--- src/rtl/frm_pkg.sv ---
// Package: shared types for the restart monitor.
// Assumes: nothing beyond IEEE 1800-2017.
package frm_pkg;

    // Escalation phase of the monitor.
    typedef enum logic [1:0] {
        PH_ARMED   = 2'd0,   // counting, nothing escalated yet
        PH_PREDOFF = 2'd1,   // predictors disabled, counting again
        PH_LOCKED  = 2'd2    // unrecoverable, frozen until reset
    } frm_phase_e;

endpackage

--- src/rtl/frm_run_counter.sv ---
// Module: counts consecutive restart strobes and flags the strobe that
// reaches the limit. On that strobe the count wraps to zero, ready for the
// next phase.
// Assumes: strobes are one cycle wide; limit 0 means never reach.
module frm_run_counter #(
    parameter int CNT_W = 4
) (
    input  logic             clk,
    input  logic             rst_n,
    input  logic             active_i,   // monitor enabled and not locked
    input  logic             restart_i,
    input  logic             retire_i,
    input  logic [CNT_W-1:0] limit_i,
    output logic             reach_o     // this restart completes a run
);
    localparam logic [CNT_W-1:0] ONE = CNT_W'(1);

    logic [CNT_W-1:0] run_q;
    logic [CNT_W-1:0] last_c;

    // Value the count holds just before the strobe that reaches the limit.
    always_comb begin
        last_c  = limit_i - ONE;
        reach_o = active_i && restart_i && (limit_i != '0) && (run_q == last_c);
    end

    // Count restarts; clear on a clean retire, on a reach, or when inactive.
    always_ff @(posedge clk) begin
        if (!rst_n) begin
            run_q <= '0;
        end else if (!active_i || reach_o) begin
            run_q <= '0;
        end else if (restart_i) begin
            run_q <= run_q + ONE;
        end else if (retire_i) begin
            run_q <= '0;
        end
    end

endmodule

--- src/rtl/frm_escalator.sv ---
// Module: two-step escalation state machine. A reach event either turns
// prediction off (predictor-first mode, first time) or locks the monitor
// in the unrecoverable state.
// Assumes: reach_i is a single-cycle event from the run counter.
module frm_escalator
    import frm_pkg::*;
(
    input  logic clk,
    input  logic rst_n,
    input  logic reach_i,
    input  logic pred_first_i,
    output logic locked_o,
    output logic pred_off_o
);
    frm_phase_e phase_q, phase_d;
    logic       pred_off_q;

    // Next phase on a reach event.
    always_comb begin
        phase_d = phase_q;
        if (reach_i) begin
            unique case (phase_q)
                PH_ARMED:   phase_d = pred_first_i ? PH_PREDOFF : PH_LOCKED;
                PH_PREDOFF: phase_d = PH_LOCKED;
                default:    phase_d = PH_LOCKED;
            endcase
        end
    end

    // Phase register.
    always_ff @(posedge clk) begin
        if (!rst_n) phase_q <= PH_ARMED;
        else        phase_q <= phase_d;
    end

    // Sticky predictor-disable flag, set on entry to the predictor-off phase.
    always_ff @(posedge clk) begin
        if (!rst_n)                        pred_off_q <= 1'b0;
        else if (phase_d == PH_PREDOFF)    pred_off_q <= 1'b1;
    end

    assign locked_o   = (phase_q == PH_LOCKED);
    assign pred_off_o = pred_off_q;

endmodule

--- src/rtl/fault_restart_monitor.sv ---
// Module: top of the permanent-fault restart monitor. It joins the run
// counter and the escalation machine. The counter runs only while enabled
// and not yet locked.
// Assumes: synchronous active-low reset; configuration is quasi-static.
module fault_restart_monitor #(
    parameter int CNT_W = 4
) (
    input  logic             clk,
    input  logic             rst_n,
    input  logic             restart_i,
    input  logic             retire_i,
    input  logic             cfg_en_i,
    input  logic [CNT_W-1:0] cfg_limit_i,
    input  logic             cfg_pred_first_i,
    output logic             pred_off_o,
    output logic             fatal_o
);
    logic reach_w;
    logic locked_w;
    logic active_w;

    // Counting stops once locked so the state is frozen.
    assign active_w = cfg_en_i && !locked_w;

    frm_run_counter #(.CNT_W(CNT_W)) u_cnt (
        .clk       (clk),
        .rst_n     (rst_n),
        .active_i  (active_w),
        .restart_i (restart_i),
        .retire_i  (retire_i),
        .limit_i   (cfg_limit_i),
        .reach_o   (reach_w)
    );

    frm_escalator u_esc (
        .clk          (clk),
        .rst_n        (rst_n),
        .reach_i      (reach_w),
        .pred_first_i (cfg_pred_first_i),
        .locked_o     (locked_w),
        .pred_off_o   (pred_off_o)
    );

    assign fatal_o = locked_w;

endmodule

--- config.mk ---
export PLATFORM = sky130hd
export DESIGN_NAME = fault_restart_monitor
export DESIGN_NICKNAME = d
export VERILOG_FILES = /design/src/rtl/frm_pkg.sv /design/src/rtl/frm_run_counter.sv /design/src/rtl/frm_escalator.sv /design/src/rtl/fault_restart_monitor.sv
export SDC_FILE = /design/constraint.sdc
export NUM_CORES = 1
export LEC_CHECK = 0
export BUFFER_PORTS_ARGS = -buffer_cell sky130_fd_sc_hd__buf_2
export CAP_MARGIN = 20
export CORE_AREA = 2 2 39 41
export DETAILED_ROUTE_END_ITERATION = 7
export DIE_AREA = 0 0 41 43
export PLACE_DENSITY = 0.6
export SLEW_MARGIN = 20
export SYNTH_ARGS = -nofsm -noshare
export SYNTH_HDL_FRONTEND = slang
export SYNTH_SLANG_ARGS = --single-unit
--- constraint.sdc ---
create_clock -name clk -period 2.02 [get_ports clk]
set_clock_uncertainty 0.15 [all_clocks]
set_input_delay 0 -clock clk [delete_from_list [all_inputs] [get_ports clk]]
set_output_delay 0 -clock clk [all_outputs]
set_load 0.02 [all_outputs]
After elaboration in Yosys (flattened, before gate mapping)
Cells that the tools add are included.
{ "totals": {"output_inout_bits": 2, "ff_bits": 7, "elab_cells": 25, "in_bits": 10} }
{ "classes": {"muxes": 5, "reduce_logical": 11, "n_eq_ne": 3, "add_sub_neg": 2, "n_bitwise": 1} }
{ "ops": {"columns": ["op", "count"], "rows": [
  ["two-way mux 4 bit", 2],
  ["two-way mux 2 bit", 3],
  ["adder 4 x 1 -> 4 bit, second input constant", 1],
  ["equality test 4 bit", 1],
  ["logical AND 1 bit", 4],
  ["nonzero test 4 bit", 1],
  ["subtractor 4 x 1 -> 4 bit, second input constant", 1],
  ["equality test 2 x 1 -> 1 bit, second input constant", 1],
  ["equality test 2 bit, second input constant", 1],
  ["zero test 1 bit", 2],
  ["zero test 2 bit", 1],
  ["nonzero test 2 bit", 1],
  ["OR reduction 2 bit", 1],
  ["logical OR 1 bit", 1],
  ["inverter 1 bit", 1]
]} }

Depth between registers and ports, before layout
{ "depth": {"ltp_word": 8, "depth_mapped": 7, "depth_no_buf": 7} }

Cells and area by module
From an unflattened synthesis, not the netlist that was laid out.
{ "hier_totals": {"hier_cells": 52, "area_unflattened_um2": 465.4} }
{ "by_module_without_submodules": {"columns": ["mod", "area_per_inst_um2", "cells_each", "seq_area_each_um2", "n_inst"], "rows": [
  ["frm_run_counter", 327.8, 38, 80.1, 1],
  ["frm_escalator", 123.9, 13, 60.1, 1],
  ["fault_restart_monitor", 13.8, 1, 0.0, 1]
]} }

Worst setup path after synthesis
No wires, ideal clock.
{ "synth_timing": {"path_type": "reg-to-reg", "from": "register u_cnt.run_q[3]", "to": "register u_cnt.run_q[0]", "required_time_ps": 1752, "n_path_buf": 0, "arrival_time_ps": 1341, "setup_slack_ps": 411, "setup_time_ps": 118, "stages_incl_launch_ff": 6, "synth_period_minus_slack_ps": 1609, "path_cell_list": "dfxtp_1 > xnor2_2 > xnor2_1 > or4_1 > nand4_1 > nor2_1"} }
{ "synth_between": {"elab_chain_len": 4} }
{ "synth_rtl": {"columns": ["element", "line_no", "source"], "rows": [
  ["start: declaration", "frm_run_counter.sv:18", "logic [CNT_W-1:0] run_q;"],
  ["start signal: assignment", "frm_run_counter.sv:34", "run_q <= run_q + ONE;"],
  ["equality test 4 bit", "frm_run_counter.sv:24", "reach_o = active_i && restart_i && (limit_i != '0) && (run_q == last_c);"],
  ["logical AND 1 bit", "frm_run_counter.sv:24", null],
  ["logical OR 1 bit", "frm_run_counter.sv:31", "end else if (!active_i || reach_o) begin"],
  ["OR reduction 2 bit (no source line)", null, null]
]} }
No other way between the ends.
A chain may end at the register's enable or synchronous reset.

Worst setup path after layout
{ "layout_timing": {"from": "register u_cnt.run_q[1]", "to": "register u_cnt.run_q[1]"} }
{ "layout_between": {"elab_chain_len": 4, "elab_cells_between_ends": 6, "cone_classes": "add/sub: 1; eq/ne: 1; mux: 1; reduce/logical: 3"} }
{ "layout_rtl": {"columns": ["element"], "rows": [
  ["branches (longest 4 deep; another with adder 4 x 1 -> 4 bit)"]
]} }
Parallel ways; which one is timed is not known.

==> flow_summary.toml <==
[worst_hold_path]
hold_end = "u_esc.phase_q[1]$_SDFF_PN0_"
hold_depth = 6
min_from = "cfg_limit_i[0]"
hold_path.class = "input port to flip-flop"

[die]
ios = 12
coreArea_sq_um = 1384
die_w_um = 41
rows = 14
start_util_pct = 34.45
die_y_um = 43
dieArea_sq_um = 1763

[timing]
slew_viol_final = 0
final_hold_viol_count = 0
timing.slew.headroom_pct = 69.87
setup_tns_ps = 0
max_freq_ghz = 0.5615
worstMarginPinSlew_ps = 447.2
fin_crit_sh_pct = 88.16
setup_viol_count_final = 0
timing.final.crit_period_ps = 1781
grt_setup_unrepaired = "false"

[worst_setup_path]
path_class = "flip-flop to flip-flop"
r2r_end = "u_cnt.run_q[1]$_SDFFE_PP0P_"
slowest_delay_ps = 520
startpoint_type = "flip-flop"
worstPathMaxFanout = 4
critPathCaptureType = "flip-flop"
crit_slowest_cell = "or4_1"
reg2reg_from = "u_cnt.run_q[1]$_SDFFE_PP0P_"
crit_chain = "xor2_1, o21ai_0, or4_1, nand4_1, nor2_1"
critical_path_arrival_ps = 1770
worstPathRequired_ps = 2010
rrSetupSlack_ps = 240
reg2reg_depth = 5

[yosys]
synthFlopType = "dfxtp_1"
syn_avg_cell_area_sq_um = 8.994
synth_warnings = 0
synth_top_family_by_area = "simple AND/OR/NAND/NOR gates"
synthDistinctLibCells = 25
seq_area_frac_synth_pct = 29.40
synth_compound_area_share_pct = 8.399
syn-num-nets = 66
ys_ff_latch = 7
synth_mux_area_share_pct = 4.199
yosysTopAreaCellShare_pct = 29.40
synth_xor_area_share_pct = 14.44
synth_common_cells = "7 x dfxtp_1, 4 x a21oi_1, 4 x inv_1, 4 x nor2_1, 4 x xnor2_1"
synth_enable_flop_cells = 0
syn_inst = 53
syn_area_sq_um = 476.7
synthAdderAreaFrac_pct = 7.874
synthTopCellsByArea = "dfxtp_1 29%, ha_1 7.9%, xnor2_1 7.3%"
yosysMostFrequentCell = "dfxtp_1"
synth_simple_gate_area_share_pct = 31.76
synth_top_cell_by_area = "dfxtp_1"
async_flop_share_pct = 0

[cts]
clk_path_buf_depth = 2
clkSinkCount = 7
clkSlewWorstSetupHoldPaths_ps = 60
cts_setup_buffers = 0
cts_tree = "yes"
cts-root-buf = "clkbuf_4"
worstSkewPairLatency_ps = 250
ctsHtreeMaxLevel = 1
cts_buffers = 3

[global_route]
grt_pass1_vias = 407
antenna_found_initial = 0
grt_overflow = 0
grt_pass1_wl_um = 1559
grt.total_usage_pct = 12.98
grt_max_degree = 11

[layout]
num-nets-final = 87
multi_input_area_sq_um = 317.8
drive_gt1_share_pct = 24.66
area_growth_syn_to_layout_pct = 33.07
num-fill-cells = 140
seqCellArea_sq_um = 140.1
diodes = 0

[power]
vdd_drop_max_uv = 199.1
p_leak_nw = 0.2636
power_mw = 0.3342
power_density_nw_per_um2 = 526.8

[job]
maxCapViolCount = 0

[place]
port_buffers = 11
gp_congestion = 0.6541
dp_hpwl_um = 680

[run_status]
outcome = "complete, no violations"

[route]
wl_um = 963
drtIter0Drc = 16
firstDrtPassIters = 4
via_count = 433
wl_per_cell_um = 10.82
viasPerCell = 4.865
antenna_left = 0
drc = 0
-- worst max-delay path by stage --
stage,depth (start not counted),startpoint,end,slack [ps]
floorplan,5,u_cnt.run_q[3]$_SDFFE_PP0P_,u_cnt.run_q[0]$_SDFFE_PP0P_,410
global placement,8,cfg_limit_i[0],u_cnt.run_q[0]$_SDFFE_PP0P_,180
detailed placement,8,cfg_limit_i[0],u_cnt.run_q[1]$_SDFFE_PP0P_,180
CTS,5,u_cnt.run_q[1]$_SDFFE_PP0P_,u_cnt.run_q[1]$_SDFFE_PP0P_,230
global route,5,u_cnt.run_q[1]$_SDFFE_PP0P_,u_cnt.run_q[0]$_SDFFE_PP0P_,160
finish,5,u_cnt.run_q[1]$_SDFFE_PP0P_,u_cnt.run_q[1]$_SDFFE_PP0P_,240
-- through the flow --
stage | instance area (sq um) | setup slack (ps) | cells | hold WS, ps | util, %
2_1_floorplan | 476.7 | 410.7 | 53 | -28.29 | -
3_3_place_gp | 548.0 | 178.9 | 79 | 126.9 | 39.60
3_5_place_dp | 548.0 | 179.8 | 79 | 122.1 | 39.60
4_1_cts | 634.4 | 230.5 | 89 | 213.9 | 45.84
5_1_grt | 634.4 | 156.8 | 89 | 321.7 | 45.84
6_report | 634.4 | 239.2 | 89 | 228.6 | 45.84
-- sequential cells by signal, indices dropped and copies added, names as in the netlist --
name,count
u_cnt.run_q,4
u_esc.phase_q,2
u_esc.pred_off_o,1
-- what timing repair did --
item                      CTS  global route
hold buffers                6             0
hold endpoints to repair    7             0
gates resized for setup     0             0
-- kinds of logic after synthesis --
kind of cell	Yosys count
flip-flops	7
AO/OA/AOI/OAI	7
buffers and inverters	5
adder cells (fa/ha/maj)	3
AND/OR/NAND/NOR	22
multiplexers	2
XOR/XNOR	7
-- layout make-up --
| class | instances | area share [%] |
|---|---|---|
| flip-flops and latches | 7 | 22.09 |
| multi-input cells | 41 | 50.10 |
| clock buffers | 4 | 4.142 |
| well taps | 16 | 3.156 |
| inverters | 4 | 2.367 |
| repair buffers | 17 | 18.15 |
-- layer usage --
| metal | up-vias | track usage, % | part of all wire [%] |
|---|---|---|---|
| met4 | 0 | 8.000 | 2.2 |
| met3 | 4 | 1.571 | 2.1 |
| met1 | 195 | 14.56 | 46 |
| met5 | - | 0 | 0 |
| li1 | 224 | - | - |
| met2 | 10 | 21.56 | 50 |
-- where the power goes --
| group | internal (mW) | switching [mW] |
|---|---|---|
| clock network | 0.0756 | 0.0554 |
| logic | 0.0297 | 0.0310 |
| registers | 0.140 | 0.00222 |
-- placed cells by master, fill, tap and decap left out, drive strengths merged, types with 3 or more instances in the layout --
master       synthesis  layout
a21oi                4       4
buf                  1      11
clkbuf               0       4
dfxtp                7       7
dlygate4sd3          0       6
ha                   3       3
inv                  4       4
nor2                 4       4
nor3b                3       3
xnor2                5       5
-- critical path: cells and delay by family (launching register included) --
kind            cells  cell delay [ps]
simple gates        3              780
flops               1              410
compound gates      1              180
xor+xnor            1              150
(Power assumes the default switching activity.)
